===== config.mk =====
export PLATFORM = sky130hd
export DESIGN_NAME = conv_interleaver
export DESIGN_NICKNAME = d
export VERILOG_FILES = /design/src/rtl/ilv_pkg.sv /design/src/rtl/ilv_commutator.sv /design/src/rtl/ilv_ptr_bank.sv /design/src/rtl/ilv_delay_ram.sv /design/src/rtl/ilv_fill.sv /design/src/rtl/conv_interleaver.sv
export SDC_FILE = /design/constraint.sdc
export NUM_CORES = 1
export LEC_CHECK = 0
export CAP_MARGIN = 20
export CELL_PAD_IN_SITES_DETAIL_PLACEMENT = 1
export CELL_PAD_IN_SITES_GLOBAL_PLACEMENT = 1
export CORE_MARGIN = 2
export CORE_UTILIZATION = 39
export DETAILED_ROUTE_END_ITERATION = 16
export PLACE_DENSITY_LB_ADDON = 0.1
export SLEW_MARGIN = 20
export SYNTH_ARGS = -nofsm -noshare
export SYNTH_HDL_FRONTEND = slang
export SYNTH_SLANG_ARGS = --single-unit

===== constraint.sdc =====
create_clock -name clk -period 5.7 [get_ports clk]
set_input_delay 1.14 -clock clk [delete_from_list [all_inputs] [get_ports clk]]
set_output_delay 1.14 -clock clk [all_outputs]
set_load 0.1 [all_outputs]

===== src/rtl/ilv_pkg.sv =====
package ilv_pkg;
  // Start offset, in bytes, of the delay slice belonging to branch k.
  function automatic int unsigned ilv_base(input int unsigned k, input int unsigned stage);
    if (k < 2) return 0;
    return stage * k * (k - 1) / 2;
  endfunction
endpackage


===== src/rtl/ilv_commutator.sv =====
module ilv_commutator #(
  parameter int BRANCHES = 4,
  parameter int SW       = 2
) (
  input  logic          clk,
  input  logic          rst,
  input  logic          adv,
  output logic [SW-1:0] sel
);
  localparam logic [SW-1:0] LAST = SW'(BRANCHES - 1);

  always_ff @(posedge clk) begin
    if (rst)
      sel <= '0;
    else if (adv)
      sel <= (sel == LAST) ? '0 : sel + 1'b1;
  end
endmodule


===== src/rtl/ilv_ptr_bank.sv =====
module ilv_ptr_bank #(
  parameter int BRANCHES = 4,
  parameter int STAGE    = 2,
  parameter int SW       = 2,
  parameter int PW       = 3
) (
  input  logic          clk,
  input  logic          rst,
  input  logic          adv,
  input  logic [SW-1:0] sel,
  output logic [PW-1:0] ptr_sel
);
  logic [PW-1:0] ptrs [BRANCHES];

  assign ptrs[0] = '0;

  for (genvar k = 1; k < BRANCHES; k++) begin : g_branch
    localparam logic [PW-1:0] WRAP = PW'(k * STAGE - 1);
    logic [PW-1:0] p;
    always_ff @(posedge clk) begin
      if (rst)
        p <= '0;
      else if (adv && sel == SW'(k))
        p <= (p == WRAP) ? '0 : p + 1'b1;
    end
    assign ptrs[k] = p;
  end

  always_comb begin
    ptr_sel = '0;
    for (int k = 0; k < BRANCHES; k++)
      if (sel == SW'(k)) ptr_sel = ptrs[k];
  end
endmodule


===== src/rtl/ilv_delay_ram.sv =====
module ilv_delay_ram #(
  parameter int DEPTH = 12,
  parameter int AW    = 4,
  parameter int W     = 8
) (
  input  logic          clk,
  input  logic          rst,
  input  logic          we,
  input  logic [AW-1:0] addr,
  input  logic [W-1:0]  wdata,
  output logic [W-1:0]  rdata
);
  logic [W-1:0] mem [DEPTH];

  // Read-first: the old slot contents leave as the new byte goes in.
  always_ff @(posedge clk) begin
    if (rst) begin
      for (int i = 0; i < DEPTH; i++) mem[i] <= '0;
      rdata <= '0;
    end else if (we) begin
      rdata     <= mem[addr];
      mem[addr] <= wdata;
    end
  end
endmodule


===== src/rtl/ilv_fill.sv =====
module ilv_fill #(
  parameter int LAT = 24,
  parameter int CW  = 5
) (
  input  logic clk,
  input  logic rst,
  input  logic adv,
  output logic primed
);
  localparam logic [CW-1:0] LIM = CW'(LAT);
  logic [CW-1:0] cnt;

  always_ff @(posedge clk) begin
    if (rst)
      cnt <= '0;
    else if (adv && cnt != LIM)
      cnt <= cnt + 1'b1;
  end

  assign primed = (cnt == LIM);
endmodule


===== src/rtl/conv_interleaver.sv =====
module conv_interleaver #(
  parameter int BRANCHES = 4,
  parameter int STAGE    = 2,
  parameter int W        = 8
) (
  input  logic         clk,
  input  logic         rst,
  input  logic         in_stb,
  input  logic [W-1:0] in_data,
  output logic         out_stb,
  output logic [W-1:0] out_data,
  output logic         out_primed
);
  import ilv_pkg::*;

  localparam int SW    = (BRANCHES > 1) ? $clog2(BRANCHES) : 1;
  localparam int DEPTH = STAGE * BRANCHES * (BRANCHES - 1) / 2;
  localparam int AW    = (DEPTH > 1) ? $clog2(DEPTH) : 1;
  localparam int PW    = $clog2((BRANCHES - 1) * STAGE + 1);
  localparam int LAT   = (BRANCHES - 1) * STAGE * BRANCHES;
  localparam int CW    = $clog2(LAT + 1);

  logic [SW-1:0] sel_w;
  logic [PW-1:0] ptr_w;
  logic [AW-1:0] base_w;
  logic [AW-1:0] addr_w;
  logic [W-1:0]  ram_q;
  logic          we_w;
  logic          primed_w;

  logic          stb_q;
  logic          pass_q;
  logic [W-1:0]  byp_q;
  logic          primed_q;

  ilv_commutator #(.BRANCHES(BRANCHES), .SW(SW)) u_comm (
    .clk(clk), .rst(rst), .adv(in_stb), .sel(sel_w)
  );

  ilv_ptr_bank #(.BRANCHES(BRANCHES), .STAGE(STAGE), .SW(SW), .PW(PW)) u_ptrs (
    .clk(clk), .rst(rst), .adv(in_stb), .sel(sel_w), .ptr_sel(ptr_w)
  );

  always_comb begin
    base_w = '0;
    for (int k = 0; k < BRANCHES; k++)
      if (sel_w == SW'(k)) base_w = AW'(ilv_base(k, STAGE));
  end

  assign addr_w = base_w + AW'(ptr_w);
  assign we_w   = in_stb && (sel_w != '0);

  ilv_delay_ram #(.DEPTH(DEPTH), .AW(AW), .W(W)) u_ram (
    .clk(clk), .rst(rst), .we(we_w), .addr(addr_w), .wdata(in_data), .rdata(ram_q)
  );

  ilv_fill #(.LAT(LAT), .CW(CW)) u_fill (
    .clk(clk), .rst(rst), .adv(in_stb), .primed(primed_w)
  );

  always_ff @(posedge clk) begin
    if (rst) begin
      stb_q    <= 1'b0;
      pass_q   <= 1'b0;
      byp_q    <= '0;
      primed_q <= 1'b0;
    end else begin
      stb_q <= in_stb;
      if (in_stb) begin
        pass_q   <= (sel_w == '0);
        byp_q    <= in_data;
        primed_q <= primed_w;
      end
    end
  end

  assign out_stb    = stb_q;
  assign out_data   = pass_q ? byp_q : ram_q;
  assign out_primed = primed_q;
endmodule


# Word-level counts from Yosys, hierarchy flattened
# Memories as Yosys holds them, arrays and structs flattened. A register that Yosys moved wholly into a read port is not among the register bits.
# Index checks and enable logic that the tools add are counted.
[word_totals]
register_bits = 27
mem_bits_rw = 96
in_bits = 11
word_cells = 50
n_memories = 1
[classes]
addsub = 6
eq_ne = 8
n_mux = 18
n_reduce_logical = 8
[memory_table]
columns = ["name", "words", "width", "read_ports", "rd_clocked_by_memory_dff", "write_ports", "line", "text"]
rows = [
  ["u_ram.mem", 12, 8, 1, 1, 12, "ilv_delay_ram.sv:13", "logic [W-1:0] mem [DEPTH];"],
]
[op_table]
columns = ["op", "count"]
rows = [
  ["2-to-1 mux 3 bit", 6],
  ["2-to-1 mux 8 bit", 2],
  ["adder 3 x 1 -> 3 bit, second input constant", 3],
  ["2-to-1 mux 4 bit", 2],
  ["OR reduction 8 bit", 1],
  ["2-to-1 mux 1 bit", 6],
  ["adder 5 x 1 -> 5 bit, second input constant", 1],
  ["equality test 5 bit, second input constant", 1],
  ["logical AND 1 bit", 5],
  ["!= test 5 bit, second input constant", 1],
  ["adder 4 x 3 -> 4 bit", 1],
  ["equality test 2 bit, second input constant", 2],
  ["2-to-1 mux 2 bit", 2],
  ["equality test 3 x 1 -> 1 bit, second input constant", 1],
  ["equality test 3 x 2 -> 1 bit, second input constant", 1],
  ["equality test 3 bit, second input constant", 1],
  ["adder 2 x 1 -> 2 bit, second input constant", 1],
  ["equality test 2 x 1 -> 1 bit, second input constant", 1],
  ["logical NOT 2 bit", 1],
  ["nonzero test 2 bit", 1],
]

# Logic depth before layout (Yosys ltp)
[logic_depth]
ltp_word = 7
mapped_depth = 14

# Cells and area by module
# Synthesis repeated with hierarchy kept, for this count alone.
[unflattened]
cells_unflattened = 516
hier_area_um2 = 7357.1
[modules_own_cells]
columns = ["module", "instances", "cells_each", "area_each_um2", "seq_area_each_um2"]
rows = [
  ["ilv_delay_ram", 1, 379, 5990.7, 4003.8],
  ["conv_interleaver", 1, 49, 535.5, 220.2],
  ["ilv_ptr_bank", 1, 53, 486.7, 180.2],
  ["ilv_fill", 1, 27, 257.7, 100.1],
  ["ilv_commutator", 1, 8, 86.3, 40.0],
]

# Worst setup path before layout
# OpenSTA, ideal clock, no wires.
[synth_path]
path_kind = "reg2reg"
from = "register u_comm.sel[0]"
to = "memory u_ram.mem[12][0] (enable)"
setup_ns = 0.383
arrival_ns = 2.744
setup_slack_ns = 2.573
path_stages_with_launch = 11
n_path_buf = 3
synth_period_minus_slack_ns = 3.127
cell_sequence = "dfxtp_1 > inv_1 > ha_1 > buf_6 > or2_2 > ha_1 > ha_1 > clkbuf_1 > clkbuf_1 > nand2_1 > nor3_1"
[synth_rtl]
columns = ["element", "line", "text"]
rows = [
  ["start: declaration", "ilv_commutator.sv:8", "output logic [SW-1:0] sel"],
  ["start signal: assignment", "ilv_commutator.sv:16", "sel <= (sel == LAST) ? '0 : sel + 1'b1;"],
  ["end: declaration", "ilv_delay_ram.sv:13", ""],
]

==> metrics.cfg <==
[status]
status = completed

[drt]
wl_per_cell_um = 23.0
viasPerCell = 5.38
drt_wl_total_um = 18600
num_vias = 4351
dr.pass1.iters = 4
drc_errors = 0
ant_nets = 0
drt_iter0_drc = 333

[global_routing]
grt_pass1_wl_um = 28500
grt_antenna_before_repair = 0
grt_max_degree = 46
grt_pass1_vias = 4546
gr-total-overflow = 0
grtUsageTotal_pct = 19.7

[timing]
final.setup.worst_slack_ns = 1.90
worst_clock_skew_ns = 0.0126
relSlewSlack_pct = 30.5
post-route-min-period_ns = 3.80
tightest_slew_ns = 1.04
finalSetupViolCount = 0
final.period_utilization_pct = 66.7
fmax_mhz = 263
finalHoldViolCount = 0
report.final.slew_viol_count = 0
rsz0062_at_grt = false
whs_ns = 0.463
setup_tns_ns = 0

[synthesis]
synth_edf_count = 128
avgSynthCellArea_um2 = 13.5
syn_inst = 551
syn-cell-area_um2 = 7430
async_reset_ff_share_pct = 0
yosys_most_used_dff = edfxtp_1
synth.net_count = 571
ys_seq_area_share_pct = 61.1
synthDistinctLibCells = 46
ys_seq_elements = 163
ys_warn_count = 0

[layout]
nNetsFinal = 582
stdcell_area_um2 = 8360
utilization_pct = 44.7
stdcell_count = 809
drive_above_1_share_pct = 15.1
num_antenna_cells = 0
synthToLayoutAreaGrowth_pct = 12.4

[placed_design]
pre_cts_slack_ns = 1.80
io_buffers = 20
post-place-cells = 777
placedInstanceArea_um2 = 7760
place_congestion = 0.774
place_hpwl_um = 12200

[clocking]
postCtsSetupRepairBufs = 0
cts_root_buffer = clkbuf_16
postCtsHoldBufs = 0
clk_pin_slew_ns = 0.06
clk_latency_ns = 0.44
cts-resized-gates = 0
cts_buffers = 17
htreeDepth = 4
cts_sinks = 163
cts_max_path_buffers = 2
cts_tree = done

[floorplan]
rows = 50
initial_core_util_pct = 39.7
ios = 21
die_w_um = 142
dieArea_um2 = 20200
core_area_um2 = 18700
die_height_um = 142

[pwr]
power.density_nw_per_um2 = 330
ir_drop_mv = 0.178
p_leak_nw = 2.98
p_total_mw = 2.75

[hold_path]
hp-class = flip-flop to flip-flop

[worst_setup_path]
crit_chain = inv_1 -> ha_1 -> or2_2 -> ha_1 -> ha_1 -> a21o_1 -> nor3_1 -> nand2_1 -> nor3_1 -> or2_2
critPathSlowestCell = nor3_1
critPathMaxFanout = 13
worstSetupPathType = flip-flop to flip-flop
crit_path_end_kind = flip-flop
critPathLaunchType = flip-flop
critPathMaxStageDelay_ns = 0.56
cp_data_required_time_ns = 5.82
cp.arrival_ns = 3.92
cpMostUsedCell = ha_1

[run]
drv_cap = 0

critical path, delay by kind of cell (launching register included):
kind	cells	cell delay [ns]
buffers and inverters	1	0.09
adders and majority gates	3	0.70
and+or+nand+nor	5	1.90
AOI/OAI and AO/OA	1	0.39
DFF	1	0.41
synthesized netlist by cell type (9+ instances only):
master	n	share of area, %
dfxtp_1	35	9.4
edfxtp_1	128	52
a21oi_1	12	0.81
nand3_1	9	0.61
mux4_1	9	3.2
clkbuf_1	20	1.0
nand2_1	33	1.7
and2_1	97	8.2
ha_1	9	1.5
mux2_2	11	1.7
nor2_1	50	2.5
mux4_2	15	4.5
mux2i_1	23	3.1
or2_2	13	1.1
state kept, by name, summed over array words and instances, names as in the netlist:
| register | cells |
|---|---|
| u_ram.rdata | 8 |
| u_fill.cnt | 5 |
| u_comm.sel | 2 |
| pass_q | 1 |
| out_stb | 1 |
| byp_q | 8 |
| u_ram.mem | 128 |
| out_primed | 1 |
| u_ptrs.g_branch.p | 9 |
cell families after synthesis:
group                    after synthesis  share of synthesized area, %
AO/OA/AOI/OAI                         47                          4.60
flip-flops                           163                          61.1
adder cells (fa/ha/maj)                9                          1.51
XOR/XNOR                               7                         0.825
buffers and inverters                 41                          3.03
AND/OR/NAND/NOR                      226                          16.4
multiplexers                          58                          12.5
path summary, 6_finish.rpt:
path | startpoint | end | slack, ns | depth (start not counted)
setup / recovery | u_comm.sel[0]$_SDFFE_PP0P_ | u_ram.mem[0][4]$_SDFFCE_PN0P_ | 1.90 | 10
hold / removal | u_ptrs.g_branch[2].p[2]$_SDFFE_PP0P_ | u_ptrs.g_branch[2].p[2]$_SDFFE_PP0P_ | 0.46 | 2
setup reg to reg | u_comm.sel[0]$_SDFFE_PP0P_ | u_ram.mem[0][4]$_SDFFCE_PN0P_ | 1.90 | 10
hold reg to reg | u_ptrs.g_branch[2].p[2]$_SDFFE_PP0P_ | u_ptrs.g_branch[2].p[2]$_SDFFE_PP0P_ | 0.46 | 2
cell usage in the layout (no fill, tap or decap), types with 2 or more instances in the layout:
cell               n
clkbuf_16         17
a311oi_1           6
a211oi_2           2
a2bb2oi_1          3
nor3_2             3
edfxtp_1         128
inv_6              3
clkdlybuf4s50_1   19
or2_2             13
ha_1               9
bufinv_16          2
mux4_1             9
nor3_1             6
a21oi_1           12
buf_4              5
dfxtp_1           35
nand2_1           33
a211oi_1           7
o21a_1             3
clkbuf_1           2
nor2_1            50
clkinvlp_4         4
mux2i_1           23
inv_1              7
mux4_2            15
nand3_1            9
o31a_1             3
nor4_2             2
mux2_2            11
nor2b_1            3
xor2_1             5
xnor2_1            2
nor3b_1            2
o21ai_0            6
and2_1            97
clkinv_4           2
nand4_1            3
report_power, final:
part	switching (mW)	internal [mW]	leakage [nW]
logic	0.174	0.0871	1.14
registers	0.0233	1.32	1.57
clock network	0.499	0.652	0.272
total	0.697	2.06	2.98
area by class of cell:
type,instances,area (um2)
Timing Repair Buffer,25,233
Tap cell,234,293
Sequential cell,163,4540
Inverter,8,30.0
Clock inverter,13,150
Clock buffer,19,433
Fill cell,1904,10300
Multi-Input combinational cell,347,2670
metal layers:
layer	share of wire [%]	GRT usage [%]
met2	47	30.9
met1	47	28.2
met5	0	0
met3	5.0	4.07
met4	0.72	4.95
Power figures use the tool's default switching activity.
